--- config.mk ---
export PLATFORM = sky130hd
export DESIGN_NAME = key_gated_sib
export DESIGN_NICKNAME = d
export VERILOG_FILES = /design/src/rtl/key_gated_sib_pkg.sv /design/src/rtl/ksib_shift_cell.sv /design/src/rtl/ksib_update_fsm.sv /design/src/rtl/ksib_out_mux.sv /design/src/rtl/key_gated_sib.sv
export SDC_FILE = /design/constraint.sdc
export NUM_CORES = 1
export LEC_CHECK = 0
export ABC_AREA = 0
export BUFFER_PORTS_ARGS = -buffer_cell sky130_fd_sc_hd__buf_2
export CAP_MARGIN = 20
export CORE_AREA = 10 10 47 49
export DETAILED_ROUTE_END_ITERATION = 6
export DIE_AREA = 0 0 57 59
export SYNTH_ARGS = -nofsm -noshare
export SYNTH_HDL_FRONTEND = slang
export SYNTH_SLANG_ARGS = --single-unit
export TNS_END_PERCENT = 50
--- constraint.sdc ---
create_clock -name tck -period 1.5 [get_ports tck]
set_input_delay 0.075 -clock tck [delete_from_list [all_inputs] [get_ports tck]]
set_output_delay 0.075 -clock tck [all_outputs]
set_load 0.02 [all_outputs]
--- src/rtl/key_gated_sib_pkg.sv ---
package key_gated_sib_pkg;
    typedef enum logic {
        SEG_CLOSED = 1'b0,
        SEG_OPEN   = 1'b1
    } seg_state_e;
endpackage

--- src/rtl/ksib_shift_cell.sv ---
module ksib_shift_cell (
    input  logic tck,
    input  logic trst_n,
    input  logic sel,
    input  logic capture_en,
    input  logic shift_en,
    input  logic scan_in,
    input  logic held_open,
    output logic shift_bit
);
    always_ff @(posedge tck or negedge trst_n) begin
        if (!trst_n) begin
            shift_bit <= 1'b0;
        end else if (sel && capture_en) begin
            shift_bit <= held_open;
        end else if (sel && shift_en) begin
            shift_bit <= scan_in;
        end
    end
endmodule

--- src/rtl/ksib_update_fsm.sv ---
module ksib_update_fsm
    import key_gated_sib_pkg::*;
#(
    parameter int KEY_W = 8,
    parameter logic [KEY_W-1:0] KEY_VALUE = 8'hA5
) (
    input  logic             tck,
    input  logic             trst_n,
    input  logic             sel,
    input  logic             update_en,
    input  logic             shift_bit,
    input  logic [KEY_W-1:0] key_vec,
    output logic             held_open
);
    seg_state_e state_q, state_d;
    logic       key_ok;
    logic       upd_go;

    assign key_ok = (key_vec == KEY_VALUE);
    assign upd_go = sel && update_en;

    always_ff @(posedge tck or negedge trst_n) begin
        if (!trst_n) state_q <= SEG_CLOSED;
        else         state_q <= state_d;
    end

    always_comb begin
        state_d = state_q;
        unique case (state_q)
            SEG_CLOSED: begin
                if (upd_go && shift_bit && key_ok) state_d = SEG_OPEN;
            end
            SEG_OPEN: begin
                if (upd_go && !shift_bit) state_d = SEG_CLOSED;
            end
            default: state_d = SEG_CLOSED;
        endcase
    end

    always_comb begin
        held_open = (state_q == SEG_OPEN);
    end
endmodule

--- src/rtl/ksib_out_mux.sv ---
module ksib_out_mux (
    input  logic held_open,
    input  logic sel,
    input  logic shift_bit,
    input  logic seg_return,
    output logic scan_out,
    output logic seg_sel
);
    always_comb begin
        scan_out = held_open ? seg_return : shift_bit;
        seg_sel  = sel && held_open;
    end
endmodule

--- src/rtl/key_gated_sib.sv ---
module key_gated_sib #(
    parameter int KEY_W = 8,
    parameter logic [KEY_W-1:0] KEY_VALUE = 8'hA5
) (
    input  logic             tck,
    input  logic             trst_n,
    input  logic             sel,
    input  logic             capture_en,
    input  logic             shift_en,
    input  logic             update_en,
    input  logic             scan_in,
    input  logic             seg_return,
    input  logic [KEY_W-1:0] key_vec,
    output logic             scan_out,
    output logic             seg_sel
);
    logic shift_bit;
    logic held_open;

    ksib_shift_cell u_shift (
        .tck(tck), .trst_n(trst_n), .sel(sel), .capture_en(capture_en),
        .shift_en(shift_en), .scan_in(scan_in), .held_open(held_open),
        .shift_bit(shift_bit)
    );

    ksib_update_fsm #(.KEY_W(KEY_W), .KEY_VALUE(KEY_VALUE)) u_upd (
        .tck(tck), .trst_n(trst_n), .sel(sel), .update_en(update_en),
        .shift_bit(shift_bit), .key_vec(key_vec), .held_open(held_open)
    );

    ksib_out_mux u_mux (
        .held_open(held_open), .sel(sel), .shift_bit(shift_bit),
        .seg_return(seg_return), .scan_out(scan_out), .seg_sel(seg_sel)
    );
endmodule

# Word-level counts from Yosys, hierarchy flattened
# Cells that the tools add are included.
[classes] add_sub_neg=0 mul=0 div_mod_pow=0 magnitude_cmp=0 n_eq_ne=1 shifts=0 mux=6 bitwise=1 reduce_logical=9
[ops] operator="8-bit == test, second input constant" count=1
[ops] operator="1-bit logical AND" count=7
[ops] operator="1-bit two-way mux" count=5
[ops] operator="1-bit case mux with 2 select lines" count=1
[ops] operator="2-bit nonzero test" count=1
[ops] operator="1-bit zero test" count=1
[ops] operator="1-bit inverter" count=1
[word_totals] register_bits=2 latch_bits=0 ramBits=0 rom_bits=0 input_bits=16 output_inout_bits=2 elab_cells=19 mem_count=0

# Depth between registers and ports, before layout
# Gate-level depths: netlist (run 1).
[depth] depth_word=5 ltp_mapped=3 ltp_nobuf=3

# Modules after synthesis
# From an unflattened synthesis (run 1), not the netlist that was laid out.
[unflattened] cells_unflattened=14 hier_area_um2=151.4
[modules_own_cells] mod="ksib_update_fsm" instances=1 cells_per_inst=6 area_each_um2=68.8
[modules_own_cells] mod="ksib_shift_cell" instances=1 cells_per_inst=6 area_each_um2=60.1
[modules_own_cells] mod="ksib_out_mux" instances=1 cells_per_inst=2 area_each_um2=22.5

# Worst setup path before layout (run 1)
# OpenSTA, ideal clock, no wires.
[synth_path] path_type="register to output" startpoint="register u_upd.state_q, in the netlist u_upd.held_open" endpoint="output port scan_out" arrival_time_ns=0.876 slack_ns=0.549 path_stages_with_launch=2 n_path_buf=0 cell_sequence="dfrtp_1 -> o21ai_0"
[synth_between] elab_chain_cells=1
[synth_lines] item="from (decl)" line="ksib_update_fsm.sv:15" source="seg_state_e state_q, state_d;"
[synth_lines] item="from (signal assigned)" line="ksib_update_fsm.sv:24" source="else state_q <= state_d;"
[synth_lines] item="1-bit two-way mux" line="ksib_out_mux.sv:10" source="scan_out = held_open ? seg_return : shift_bit;"
[synth_lines] item="to (decl)" line="key_gated_sib.sv:14" source="output logic scan_out,"
# Every way passes these cells.

# Worst setup path in the final report (run 1)
# Same ends and word-level chain as after synthesis.

==> flow_results.xml, run 1 <==
<?xml version="1.0" encoding="UTF-8"?>
<metrics>
  <group name="outcome">
    <metric name="run_status" unit="">completed</metric>
  </group>
  <group name="place">
    <metric name="gp_congestion" unit="">0.604</metric>
    <metric name="io_buffers" unit="">17</metric>
    <metric name="placed_cells" unit="">48</metric>
    <metric name="dpl-instance-area" unit="um^2">244</metric>
    <metric name="dp_hpwl" unit="um">521</metric>
  </group>
  <group name="power">
    <metric name="worst_ir_drop_vdd" unit="mV">0.157</metric>
    <metric name="power_density" unit="nW/um^2">802</metric>
    <metric name="post-layout-total-power" unit="W">0.000222</metric>
    <metric name="leakage_power" unit="nW">0.148</metric>
  </group>
  <group name="layout">
    <metric name="finalInstanceArea" unit="um^2">277</metric>
    <metric name="syn_to_final_growth" unit="%">99.1</metric>
    <metric name="multi_input_area" unit="um^2">81.3</metric>
    <metric name="proportion_of_layout_cells_with_a_drive_suffix_above_1" unit="">0.583</metric>
    <metric name="final.fill_count" unit="">161</metric>
    <metric name="final_core_utilization" unit="">0.197</metric>
    <metric name="regArea" unit="um^2">50.0</metric>
    <metric name="finalNonFillerCells" unit="">52</metric>
    <metric name="nNetsFinal" unit="">54</metric>
    <metric name="antenna_cells_inserted" unit="">0</metric>
  </group>
  <group name="timing">
    <metric name="achievable-frequency" unit="GHz">0.953</metric>
    <metric name="maxSlewViolCount" unit="">0</metric>
    <metric name="clock-skew-final" unit="ns">0.000688</metric>
    <metric name="final_number_of_setup_violating_endpoints" unit="">0</metric>
    <metric name="unrepaired_setup_endpoints_after_global_routing" unit="">no</metric>
    <metric name="timing.final.crit_share" unit="">0.700</metric>
    <metric name="max_slew.worst_pin.slew" unit="ns">0.171</metric>
    <metric name="final_total_negative_setup_slack" unit="ns">0</metric>
    <metric name="worst_slew_margin_rel" unit="">0.884</metric>
    <metric name="hold_violations" unit="">0</metric>
    <metric name="final.min_clock_period" unit="ns">1.05</metric>
  </group>
  <group name="route">
    <metric name="routed_wirelength" unit="um">604</metric>
    <metric name="detail-route-antenna-nets" unit="">0</metric>
    <metric name="post-route-drc-count" unit="">0</metric>
    <metric name="drt_first_pass_iters" unit="">1</metric>
    <metric name="first_drt_iteration_drcs" unit="">0</metric>
    <metric name="num_vias" unit="">198</metric>
    <metric name="via_per_inst" unit="">3.81</metric>
    <metric name="wire_per_inst" unit="um">11.6</metric>
  </group>
  <group name="worst_setup_path">
    <metric name="critPathMaxFanout" unit="">5</metric>
    <metric name="required" unit="ns">1.42</metric>
    <metric name="worstSetupEndpointType" unit="">output pin</metric>
    <metric name="crit_path_start_kind" unit="">flop</metric>
    <metric name="critical_path_class" unit="">flop to output pin</metric>
    <metric name="arrival" unit="ns">0.97</metric>
  </group>
  <group name="worst_hold_path">
    <metric name="hold_path_class" unit="">input pin to flop</metric>
  </group>
  <group name="floorplan">
    <metric name="rows" unit="">14</metric>
    <metric name="effective_utilization_at_floorplan" unit="">0.0991</metric>
    <metric name="core_outline_area" unit="um^2">1400</metric>
    <metric name="floorplan.die_area" unit="um^2">3360</metric>
    <metric name="die_x" unit="um">57</metric>
    <metric name="ios" unit="">18</metric>
    <metric name="die_y" unit="um">59</metric>
  </group>
  <group name="clock_network">
    <metric name="clock_insertion_delay_worst_skew" unit="ns">0.22</metric>
    <metric name="cts_max_path_buffers" unit="">2</metric>
    <metric name="clock_tree_from_tritoncts" unit="">yes</metric>
    <metric name="cts_setup_buffers" unit="">0</metric>
    <metric name="clock-root-buffer" unit="">clkbuf_4</metric>
    <metric name="numCtsBuffers" unit="">3</metric>
    <metric name="clk_pin_slew" unit="ns">0.03</metric>
    <metric name="numClockSinks" unit="">2</metric>
    <metric name="cts-htree-levels" unit="">1</metric>
  </group>
  <group name="grt">
    <metric name="grt_pass1_wl" unit="um">1010</metric>
    <metric name="gr-usage-all-layers" unit="">0.0428</metric>
    <metric name="grt_start_max_net_pins" unit="">6</metric>
    <metric name="total_congestion_overflow" unit="">0</metric>
    <metric name="grt_pass1_vias" unit="">243</metric>
    <metric name="grt_antenna_before_repair" unit="">0</metric>
  </group>
  <group name="yosys">
    <metric name="yosys.cell_types.count" unit="">11</metric>
    <metric name="number_of_enable_flip_flop_cells_after_synthesis" unit="">0</metric>
    <metric name="synth_top_family_by_area" unit="">compound AO/OA/AOI/OAI gates</metric>
    <metric name="synth.top_cells.by_area" unit="">dfrtp_1 36%, and4bb_1 18%, o21ai_0 7.2%, a22o_1 6.3%, a41oi_1 6.3%</metric>
    <metric name="synth.yosys.seq_area_share" unit="">0.360</metric>
    <metric name="synthMuxAreaShare" unit="">0</metric>
    <metric name="netlist.area_leader.share" unit="">0.360</metric>
    <metric name="post_synth_xor_area_fraction" unit="">0</metric>
    <metric name="postSynthNetCount" unit="">31</metric>
    <metric name="synth_top_cell_by_area" unit="">dfrtp_1</metric>
    <metric name="synth_seq_cells" unit="">2</metric>
    <metric name="post_synth_most_frequent_cells" unit="">2 x and4bb_1, 2 x dfrtp_1, 2 x inv_1, 2 x o21ai_0</metric>
    <metric name="syn-mean-instance-area" unit="um^2">9.26</metric>
    <metric name="synth-warning-count" unit="">0</metric>
    <metric name="synthAdderAreaFrac" unit="">0</metric>
    <metric name="synth_flop_cell" unit="">dfrtp_1</metric>
    <metric name="synthesis.instances" unit="">15</metric>
    <metric name="synth_compound_gate_area_share" unit="">0.297</metric>
    <metric name="synthArstFlopShare" unit="">1.00</metric>
    <metric name="synth-simple-area-share" unit="">0.288</metric>
    <metric name="syn-cell-area" unit="um^2">139</metric>
  </group>
  <group name="flow_run">
    <metric name="maxCapViolations" unit="">0</metric>
  </group>
</metrics>
==> final cells by class <==
type | count | area share
repair buffers | 18 | 0.344
flip-flops and latches | 2 | 0.181
clock buffers | 3 | 0.0814
multi-input cells | 11 | 0.294
well taps | 16 | 0.0724
inverters | 2 | 0.0271
==> layout by cell type (no fill, tap or decap) <==
| cell type | n |
|---|---|
| a22o_1 | 1 |
| a22oi_1 | 1 |
| a31oi_1 | 1 |
| a41oi_1 | 1 |
| and2_2 | 1 |
| and4bb_1 | 2 |
| buf_2 | 17 |
| clkbuf_4 | 3 |
| dfrtp_1 | 2 |
| dlygate4sd3_1 | 1 |
| inv_1 | 2 |
| nand2_1 | 1 |
| nor2_1 | 1 |
| o21ai_0 | 2 |
==> per-stage QoR <==
step,worst slack [ns],hold slack (ns)
finish,0.450,0.0612
global route,0.375,0.0749
CTS,0.441,0.0508
detailed placement,0.597,-0.134
global placement,0.633,-0.136
floorplan,0.549,-0.221
==> critical path, cell delays in order (launching register included) <==
cell	delay, ns
dfrtp_1	0.41
o21ai_0	0.16
buf_2	0.19
==> state kept, by name (all words and copies together), names as in the netlist <==
name               flops
u_upd.held_open        1
u_shift.shift_bit      1
==> layer usage <==
metal / track usage / vias up / share of wire
met5: 0 / - / 0
met3: 0.0236 / 2 / 0.11
met2: 0.0481 / 14 / 0.40
li1: - / 101 / -
met4: 0.0805 / 0 / 0.058
met1: 0.0392 / 81 / 0.42
==> logic make-up (layout without fill, tap and decap cells) <==
group,after synthesis,after routing
AOI/OAI and AO/OA,6,6
buffers and inverters,2,23
DFF,2,2
and+or+nand+nor,5,5
==> final timing paths <==
check,end,slack (ns),cells after the start,start
max in group asynchronous,u_upd.held_open$_DFF_PN0_,1.23,2,trst_n
setup reg to reg,u_shift.shift_bit$_DFFE_PN0P_,0.60,3,u_upd.held_open$_DFF_PN0_
hold / removal,u_upd.held_open$_DFF_PN0_,0.06,2,update_en
min in group asynchronous,u_shift.shift_bit$_DFFE_PN0P_,0.17,2,trst_n
hold reg to reg,u_upd.held_open$_DFF_PN0_,0.53,2,u_shift.shift_bit$_DFFE_PN0P_
setup / recovery,scan_out,0.45,2,u_upd.held_open$_DFF_PN0_
==> report_power, final <==
group          internal, W  leakage, nW   total, W  switching, W
logic            0.0000248        0.109  0.0000447     0.0000199
registers        0.0000577       0.0256  0.0000586   0.000000933
clock network    0.0000882       0.0138   0.000118     0.0000301
total             0.000171        0.148   0.000222     0.0000510
==> timing repair <==
item                      CTS  global route
hold buffers                1             0
hold endpoints to repair    2             0
resized for setup           0             0
No activity file was read; power rests on OpenSTA's default activity.
==> run 2, diff against run 1 <==
ABC_AREA = 1   (was 0)
clock period = 1.06 ns   (was 1.5 ns; I/O delays follow)
==> flow_results.xml, run 2 <==
<?xml version="1.0" encoding="UTF-8"?>
<metrics>
  <group name="outcome">
    <metric name="run_status" unit="">completed</metric>
  </group>
  <group name="yosys">
    <metric name="synthArstFlopShare" unit="">1.00</metric>
    <metric name="synthesis.instances" unit="">29</metric>
    <metric name="synth.yosys.seq_area_share" unit="">0.313</metric>
    <metric name="synth_top_cell_by_area" unit="">dfrtp_1</metric>
    <metric name="synth-warning-count" unit="">0</metric>
    <metric name="syn-mean-instance-area" unit="um^2">5.52</metric>
    <metric name="synth_seq_cells" unit="">2</metric>
    <metric name="synth_most_common_cell" unit="">nand2_1</metric>
    <metric name="syn-cell-area" unit="um^2">160</metric>
    <metric name="synth_flop_cell" unit="">dfrtp_1</metric>
    <metric name="postSynthNetCount" unit="">45</metric>
    <metric name="number_of_enable_flip_flop_cells_after_synthesis" unit="">0</metric>
    <metric name="yosys.cell_types.count" unit="">9</metric>
    <metric name="netlist.area_leader.share" unit="">0.313</metric>
    <metric name="post_synth_most_frequent_cells" unit="">11 x nand2_1, 6 x inv_1, 3 x nor2_1, 3 x o21ai_0, 2 x dfrtp_1</metric>
    <metric name="synth.top_cells.by_area" unit="">dfrtp_1 31%, nand2_1 26%, inv_1 14%, o21ai_0 9.4%, nor2_1 7.0%</metric>
  </group>
  <group name="grt">
    <metric name="grt_antenna_before_repair" unit="">0</metric>
    <metric name="grt_pass1_wl" unit="um">883</metric>
    <metric name="groute.layer.met2.usage" unit="">0.0434</metric>
    <metric name="gr-usage-all-layers" unit="">0.0368</metric>
    <metric name="total_congestion_overflow" unit="">0</metric>
    <metric name="grt_pass1_vias" unit="">234</metric>
    <metric name="grt_start_max_net_pins" unit="">6</metric>
    <metric name="grt.met1_usage" unit="">0.0333</metric>
    <metric name="globalRouteMet3Util" unit="">0.0365</metric>
    <metric name="globalRoute.busiestLayer" unit="">met2</metric>
  </group>
  <group name="floorplan">
    <metric name="die_x" unit="um">57</metric>
    <metric name="die_y" unit="um">59</metric>
    <metric name="floorplan.die_area" unit="um^2">3360</metric>
    <metric name="core_outline_area" unit="um^2">1400</metric>
    <metric name="rows" unit="">14</metric>
    <metric name="ios" unit="">18</metric>
    <metric name="effective_utilization_at_floorplan" unit="">0.114</metric>
  </group>
  <group name="layout">
    <metric name="nNetsFinal" unit="">68</metric>
    <metric name="layout.cells.most_common" unit="">buf_2</metric>
    <metric name="proportion_of_layout_cells_with_a_drive_suffix_above_1" unit="">0.420</metric>
    <metric name="syn_to_final_growth" unit="%">85.9</metric>
    <metric name="most-common-layout-cells" unit="">17 x buf_2, 11 x nand2_1, 6 x inv_1</metric>
    <metric name="finalNonFillerCells" unit="">66</metric>
    <metric name="antenna_cells_inserted" unit="">0</metric>
  </group>
  <group name="clock_network">
    <metric name="cts-htree-levels" unit="">1</metric>
    <metric name="clk_pin_slew" unit="ns">0.03</metric>
    <metric name="clock-root-buffer" unit="">clkbuf_4</metric>
    <metric name="clock_insertion_delay_worst_skew" unit="ns">0.22</metric>
    <metric name="clock_tree_from_tritoncts" unit="">yes</metric>
    <metric name="numClockSinks" unit="">2</metric>
    <metric name="cts_max_path_buffers" unit="">2</metric>
    <metric name="numCtsBuffers" unit="">3</metric>
  </group>
  <group name="timing">
    <metric name="achievable-frequency" unit="GHz">1.01</metric>
    <metric name="worst_slew_margin_rel" unit="">0.898</metric>
    <metric name="timing.final.crit_share" unit="">0.937</metric>
    <metric name="hold_violations" unit="">0</metric>
    <metric name="worst_slack" unit="ns">0.0665</metric>
    <metric name="final.min_clock_period" unit="ns">0.993</metric>
    <metric name="maxSlewViolCount" unit="">0</metric>
    <metric name="final_total_negative_setup_slack" unit="ns">0</metric>
    <metric name="clock-skew-final" unit="ns">0.00245</metric>
    <metric name="max_slew.worst_pin.slew" unit="ns">0.152</metric>
    <metric name="final_number_of_setup_violating_endpoints" unit="">0</metric>
    <metric name="unrepaired_setup_endpoints_after_global_routing" unit="">no</metric>
  </group>
  <group name="power">
    <metric name="worst_ir_drop_vdd" unit="mV">0.343</metric>
    <metric name="power_density" unit="nW/um^2">1050</metric>
    <metric name="leakage_power" unit="nW">0.188</metric>
    <metric name="post-layout-total-power" unit="W">0.000314</metric>
  </group>
  <group name="worst_setup_path">
    <metric name="arrival" unit="ns">0.94</metric>
    <metric name="crit_path_start_kind" unit="">flop</metric>
    <metric name="worstReg2RegEnd" unit="">u_shift.shift_bit$_DFFE_PN0P_</metric>
    <metric name="critPathMaxFanout" unit="">5</metric>
    <metric name="r2r_slack" unit="ns">0.31</metric>
    <metric name="timing.rr.start" unit="">u_upd.held_open$_DFF_PN0_</metric>
    <metric name="worstSetupEndpointType" unit="">output pin</metric>
    <metric name="worst-r2r-cell-count" unit="">4</metric>
    <metric name="critical_path_class" unit="">flop to output pin</metric>
    <metric name="required" unit="ns">1.01</metric>
  </group>
  <group name="place">
    <metric name="io_buffers" unit="">17</metric>
    <metric name="gp_congestion" unit="">0.689</metric>
    <metric name="dp_hpwl" unit="um">536</metric>
    <metric name="pre_cts_ws" unit="ns">0.253</metric>
    <metric name="placed_cells" unit="">62</metric>
  </group>
  <group name="route">
    <metric name="detail-route-antenna-nets" unit="">0</metric>
    <metric name="wire_per_inst" unit="um">8.77</metric>
    <metric name="first_drt_iteration_drcs" unit="">2</metric>
    <metric name="drt_first_pass_iters" unit="">2</metric>
    <metric name="post-route-drc-count" unit="">0</metric>
    <metric name="routed_wirelength" unit="um">579</metric>
    <metric name="num_vias" unit="">237</metric>
    <metric name="via_per_inst" unit="">3.59</metric>
  </group>
  <group name="worst_hold_path">
    <metric name="hold_end" unit="">u_shift.shift_bit$_DFFE_PN0P_</metric>
    <metric name="hp-start" unit="">scan_in</metric>
    <metric name="worstHoldPathCells" unit="">3</metric>
    <metric name="hold_path_class" unit="">input pin to flop</metric>
  </group>
  <group name="flow_run">
    <metric name="maxCapViolations" unit="">0</metric>
  </group>
</metrics>
run 2: cell count changes after synthesis, moves of 2 or more:
cell	change
nand2_1	+10
inv_1	+4
and4bb_1	-2
nor2_1	+2
run 2: stage by stage:
step | instance area (um^2) | hold slack, ns | util
6_report | 298 | 0.115 | 0.213
5_1_grt | 298 | 0.134 | 0.213
4_1_cts | 298 | 0.111 | 0.213
3_5_place_dp | 265 | -0.157 | 0.189
3_3_place_gp | 265 | -0.160 | 0.189
2_1_floorplan | 160 | -0.243 | -
run 2: where the power goes:
group          leakage, nW  total (W)  internal [W]  switching, W
logic                0.148  0.0000653     0.0000345     0.0000308
clock network       0.0138   0.000164      0.000124     0.0000391
registers           0.0265  0.0000849     0.0000816    0.00000335
total                0.188   0.000314      0.000240     0.0000732
run 2: cell type report:
| cell class | instances | area (um^2) |
|---|---|---|
| Fill cell | 180 | 1100 |
| Timing Repair Buffer | 18 | 95.1 |
| Multi-Input combinational cell | 20 | 83.8 |
| Sequential cell | 2 | 50.0 |
| Inverter | 7 | 26.3 |
| Clock buffer | 3 | 22.5 |
| Tap cell | 16 | 20.0 |
run 2: cell families (layout without fill, tap and decap cells):
| logic type | after synthesis | count (layout) | synth area share |
|---|---|---|---|
| AOI/OAI and AO/OA | 5 | 5 | 0.156 |
| and+or+nand+nor | 15 | 15 | 0.367 |
| DFF | 2 | 2 | 0.313 |
| buffers and inverters | 7 | 28 | 0.164 |
run 2: critical path: stages, from the launching register on:
cell and delay [ns]:
dfrtp_1 0.41, o21ai_1 0.14, buf_2 0.18
run 2: layer usage:
metal	share of wire	vias to the layer above	routed length, um
met3	0.16	0	91
met4	0	0	0
met1	0.39	96	224
met2	0.45	11	262
li1	-	130	-
met5	0	-	0
run 2: how the worst max path moves through the flow:
stage	start	endpoint	slack, ns	cells after the start
3_5_place_dp	u_upd.held_open$_DFF_PN0_	scan_out	0.25	2
3_3_place_gp	u_upd.held_open$_DFF_PN0_	scan_out	0.27	2
4_1_cts	u_upd.held_open$_DFF_PN0_	scan_out	0.009	2
6_report	u_upd.held_open$_DFF_PN0_	scan_out	0.07	2
5_1_grt	u_upd.held_open$_DFF_PN0_	scan_out	0.003	2
2_1_floorplan	u_upd.held_open$_DFF_PN0_	scan_out	0.10	1
run 2: timing repair:
action | in CTS | in global routing
setup buffers | 0 | 0
hold endpoints to repair | 2 | 0
resized for setup | 0 | 1
hold buffers | 1 | 0
setup endpoints to repair | 0 | 1
==> run 3, diff against run 2 <==
SLEW_MARGIN = 10   (was unset)
SYNTH_HIERARCHICAL = 1   (was unset)
==> flow_results.xml, run 3 <==
<?xml version="1.0" encoding="UTF-8"?>
<metrics>
  <group name="yosys">
    <metric name="syn-cell-area" unit="um^2">185</metric>
    <metric name="synth_top_family_by_area" unit="">simple AND/OR/NAND/NOR gates</metric>
    <metric name="synth_top_cell_by_area" unit="">dfrtp_1</metric>
    <metric name="synth.yosys.seq_area_share" unit="">0.270</metric>
    <metric name="synthMuxAreaShare" unit="">0</metric>
    <metric name="synth_seq_cells" unit="">2</metric>
    <metric name="synth_flop_cell" unit="">dfrtp_1</metric>
    <metric name="netlist.area_leader.share" unit="">0.270</metric>
    <metric name="post_synth_xor_area_fraction" unit="">0</metric>
    <metric name="synth_compound_gate_area_share" unit="">0.0270</metric>
    <metric name="number_of_enable_flip_flop_cells_after_synthesis" unit="">0</metric>
    <metric name="synthAdderAreaFrac" unit="">0</metric>
    <metric name="synthesis.instances" unit="">34</metric>
    <metric name="synth-simple-area-share" unit="">0.500</metric>
    <metric name="synth_most_common_cell" unit="">nand2_1</metric>
    <metric name="synth.top_cells.by_area" unit="">dfrtp_1 27%, nand2_1 24%, inv_1 18%, nor2_1 8.1%, nand3_1 5.4%</metric>
    <metric name="yosys.cell_types.count" unit="">10</metric>
    <metric name="syn-mean-instance-area" unit="um^2">5.45</metric>
    <metric name="synthArstFlopShare" unit="">1.00</metric>
    <metric name="postSynthNetCount" unit="">50</metric>
    <metric name="synth-warning-count" unit="">6</metric>
    <metric name="post_synth_most_frequent_cells" unit="">12 x nand2_1, 9 x inv_1, 4 x nor2_1</metric>
  </group>
  <group name="clock_network">
    <metric name="numClockSinks" unit="">2</metric>
    <metric name="clk_pin_slew" unit="ns">0.03</metric>
    <metric name="cts_max_path_buffers" unit="">2</metric>
    <metric name="clock_tree_from_tritoncts" unit="">yes</metric>
    <metric name="clock_insertion_delay_worst_skew" unit="ns">0.23</metric>
    <metric name="numCtsBuffers" unit="">3</metric>
    <metric name="cts-htree-levels" unit="">1</metric>
    <metric name="clock-root-buffer" unit="">clkbuf_4</metric>
  </group>
  <group name="floorplan">
    <metric name="ios" unit="">18</metric>
    <metric name="effective_utilization_at_floorplan" unit="">0.132</metric>
    <metric name="die_y" unit="um">59</metric>
    <metric name="floorplan.die_area" unit="um^2">3360</metric>
    <metric name="die_x" unit="um">57</metric>
    <metric name="rows" unit="">14</metric>
    <metric name="core_outline_area" unit="um^2">1400</metric>
  </group>
  <group name="place">
    <metric name="io_buffers" unit="">17</metric>
    <metric name="gp_congestion" unit="">0.682</metric>
    <metric name="dpl-instance-area" unit="um^2">290</metric>
    <metric name="dp_hpwl" unit="um">585</metric>
    <metric name="pre_cts_ws" unit="ns">0.269</metric>
  </group>
  <group name="grt">
    <metric name="grt_antenna_before_repair" unit="">0</metric>
    <metric name="grt_pass1_vias" unit="">285</metric>
    <metric name="grt_start_max_net_pins" unit="">7</metric>
    <metric name="total_congestion_overflow" unit="">0</metric>
    <metric name="gr-usage-all-layers" unit="">0.0432</metric>
    <metric name="grt_pass1_wl" unit="um">1060</metric>
  </group>
  <group name="worst_setup_path">
    <metric name="critical_path_class" unit="">flop to output pin</metric>
    <metric name="timing.critical_path.mode_cell" unit="">nand2_1</metric>
    <metric name="crit_cells" unit="">4</metric>
    <metric name="required" unit="ns">1.01</metric>
    <metric name="cp_slowest_stage_delay" unit="ns">0.40</metric>
    <metric name="critical_path.cell_chain" unit="">inv_1 -&gt; nand2_1 -&gt; nand2_1 -&gt; buf_4</metric>
    <metric name="path_delay_family" unit="">flip-flops</metric>
    <metric name="crit_path_start_kind" unit="">flop</metric>
    <metric name="worst-r2r-cell-count" unit="">3</metric>
    <metric name="cp_slowest_cell" unit="">dfrtp_1</metric>
    <metric name="arrival" unit="ns">0.93</metric>
    <metric name="critPathMaxFanout" unit="">5</metric>
    <metric name="path_buf_inv" unit="">2</metric>
    <metric name="worstSetupEndpointType" unit="">output pin</metric>
  </group>
  <group name="outcome">
    <metric name="run_status" unit="">completed</metric>
  </group>
  <group name="layout">
    <metric name="layout.cells.most_common" unit="">buf_2</metric>
    <metric name="final.fill_count" unit="">177</metric>
    <metric name="syn_to_final_growth" unit="%">83.8</metric>
    <metric name="most-common-layout-cells" unit="">16 x buf_2, 12 x nand2_1, 9 x inv_1</metric>
    <metric name="nNetsFinal" unit="">75</metric>
    <metric name="finalInstanceArea" unit="um^2">340</metric>
    <metric name="proportion_of_layout_cells_with_a_drive_suffix_above_1" unit="">0.421</metric>
    <metric name="antenna_cells_inserted" unit="">0</metric>
  </group>
  <group name="timing">
    <metric name="worst_slew_margin_rel" unit="">0.904</metric>
    <metric name="timing.final.crit_share" unit="">0.925</metric>
    <metric name="unrepaired_setup_endpoints_after_global_routing" unit="">no</metric>
    <metric name="achievable-frequency" unit="GHz">1.02</metric>
    <metric name="final_total_negative_setup_slack" unit="ns">0</metric>
    <metric name="final.min_clock_period" unit="ns">0.981</metric>
    <metric name="worst_slack" unit="ns">0.0793</metric>
    <metric name="hold_violations" unit="">0</metric>
    <metric name="clock-skew-final" unit="ns">0.00232</metric>
    <metric name="maxSlewViolCount" unit="">0</metric>
    <metric name="max_slew.worst_pin.slew" unit="ns">0.143</metric>
    <metric name="final_number_of_setup_violating_endpoints" unit="">0</metric>
  </group>
  <group name="power">
    <metric name="worst_ir_drop_vdd" unit="mV">0.333</metric>
    <metric name="power_density" unit="nW/um^2">929</metric>
    <metric name="post-layout-total-power" unit="W">0.000316</metric>
    <metric name="leakage_power" unit="nW">0.220</metric>
  </group>
  <group name="route">
    <metric name="drt_first_pass_iters" unit="">2</metric>
    <metric name="post-route-drc-count" unit="">0</metric>
    <metric name="detail-route-antenna-nets" unit="">0</metric>
    <metric name="num_vias" unit="">272</metric>
    <metric name="routed_wirelength" unit="um">674</metric>
    <metric name="first_drt_iteration_drcs" unit="">4</metric>
    <metric name="via_per_inst" unit="">3.73</metric>
    <metric name="wire_per_inst" unit="um">9.23</metric>
  </group>
  <group name="worst_hold_path">
    <metric name="hold_path_class" unit="">input pin to flop</metric>
    <metric name="worstHoldPathCells" unit="">3</metric>
  </group>
  <group name="flow_run">
    <metric name="maxCapViolations" unit="">0</metric>
  </group>
</metrics>
[run 3: cell types whose count changed after synthesis]
cell      change
a21oi_1       -1
nor2_1        +1
nand2_2       +1
o21ai_1       -1
clkinv_1      +1
o21ai_0       -2
nand3_2       +1
inv_2         -1
nand2_1       +1
inv_1         +3
nand3_1       +2
[run 3: metrics by stage]
stage               hold WS (ns)  instances  utilization
global placement          -0.160         67        0.207
global route               0.116         73        0.243
floorplan                 -0.243         34            -
CTS                        0.101         71        0.230
detailed placement        -0.158         67        0.207
finish                     0.108         73        0.243
[run 3: metal layers]
metal  part of all wire  vias to the layer above  track usage
met5                  0                        -            0
met4              0.025                        0       0.0403
met3               0.12                        2       0.0408
met2               0.50                       12       0.0682
met1               0.36                      114       0.0297
li1                   -                      144            -
[run 3: timing repair]
item                       in CTS  in global routing
setup buffers                   0                  2
gates resized for setup         0                  1
hold buffers                    1                  0
setup endpoints to repair       0                  1
hold endpoints to repair        2                  0
[run 3: kinds of logic after synthesis]
family | Yosys count
compound gates | 1
buf+inv | 10
flops | 2
simple gates | 21
[run 3: cell type report]
cell class                 instances  area (um^2)  area share
inverter                          10         37.5       0.110
multi-input combinational         22         97.6       0.287
timing repair buffer              20          113       0.331
clock buffer                       3         22.5      0.0662
tap                               16         20.0      0.0588
sequential                         2         50.0       0.147
[run 3: report_power, final]
part / leakage, nW / switching, W / internal, W / total (W)
Combinational: 0.178 / 0.0000287 / 0.0000344 / 0.0000631
Clock: 0.0138 / 0.0000456 / 0.000125 / 0.000171
Sequential: 0.0274 / 0.00000301 / 0.0000797 / 0.0000827
Total: 0.220 / 0.0000772 / 0.000239 / 0.000316
[run 3: worst reg2reg max path: cells and delay by family (launching register included)]
kind          cells  cell delay (ns)
flops             1             0.40
buf+inv           1             0.15
simple gates      2             0.15
[run 3: final timing paths]
path / from / end / slack, ns
worst max-delay path: u_upd/held_open$_DFF_PN0_ / scan_out / 0.08
worst min-delay path: capture_en / u_shift/shift_bit$_DFFE_PN0P_ / 0.11
worst max register to register: u_upd/held_open$_DFF_PN0_ / u_shift/shift_bit$_DFFE_PN0P_ / 0.24
worst min register to register: u_shift/shift_bit$_DFFE_PN0P_ / u_shift/shift_bit$_DFFE_PN0P_ / 0.58
max in group asynchronous: trst_n / u_upd/held_open$_DFF_PN0_ / 0.81
min in group asynchronous: trst_n / u_shift/shift_bit$_DFFE_PN0P_ / 0.15
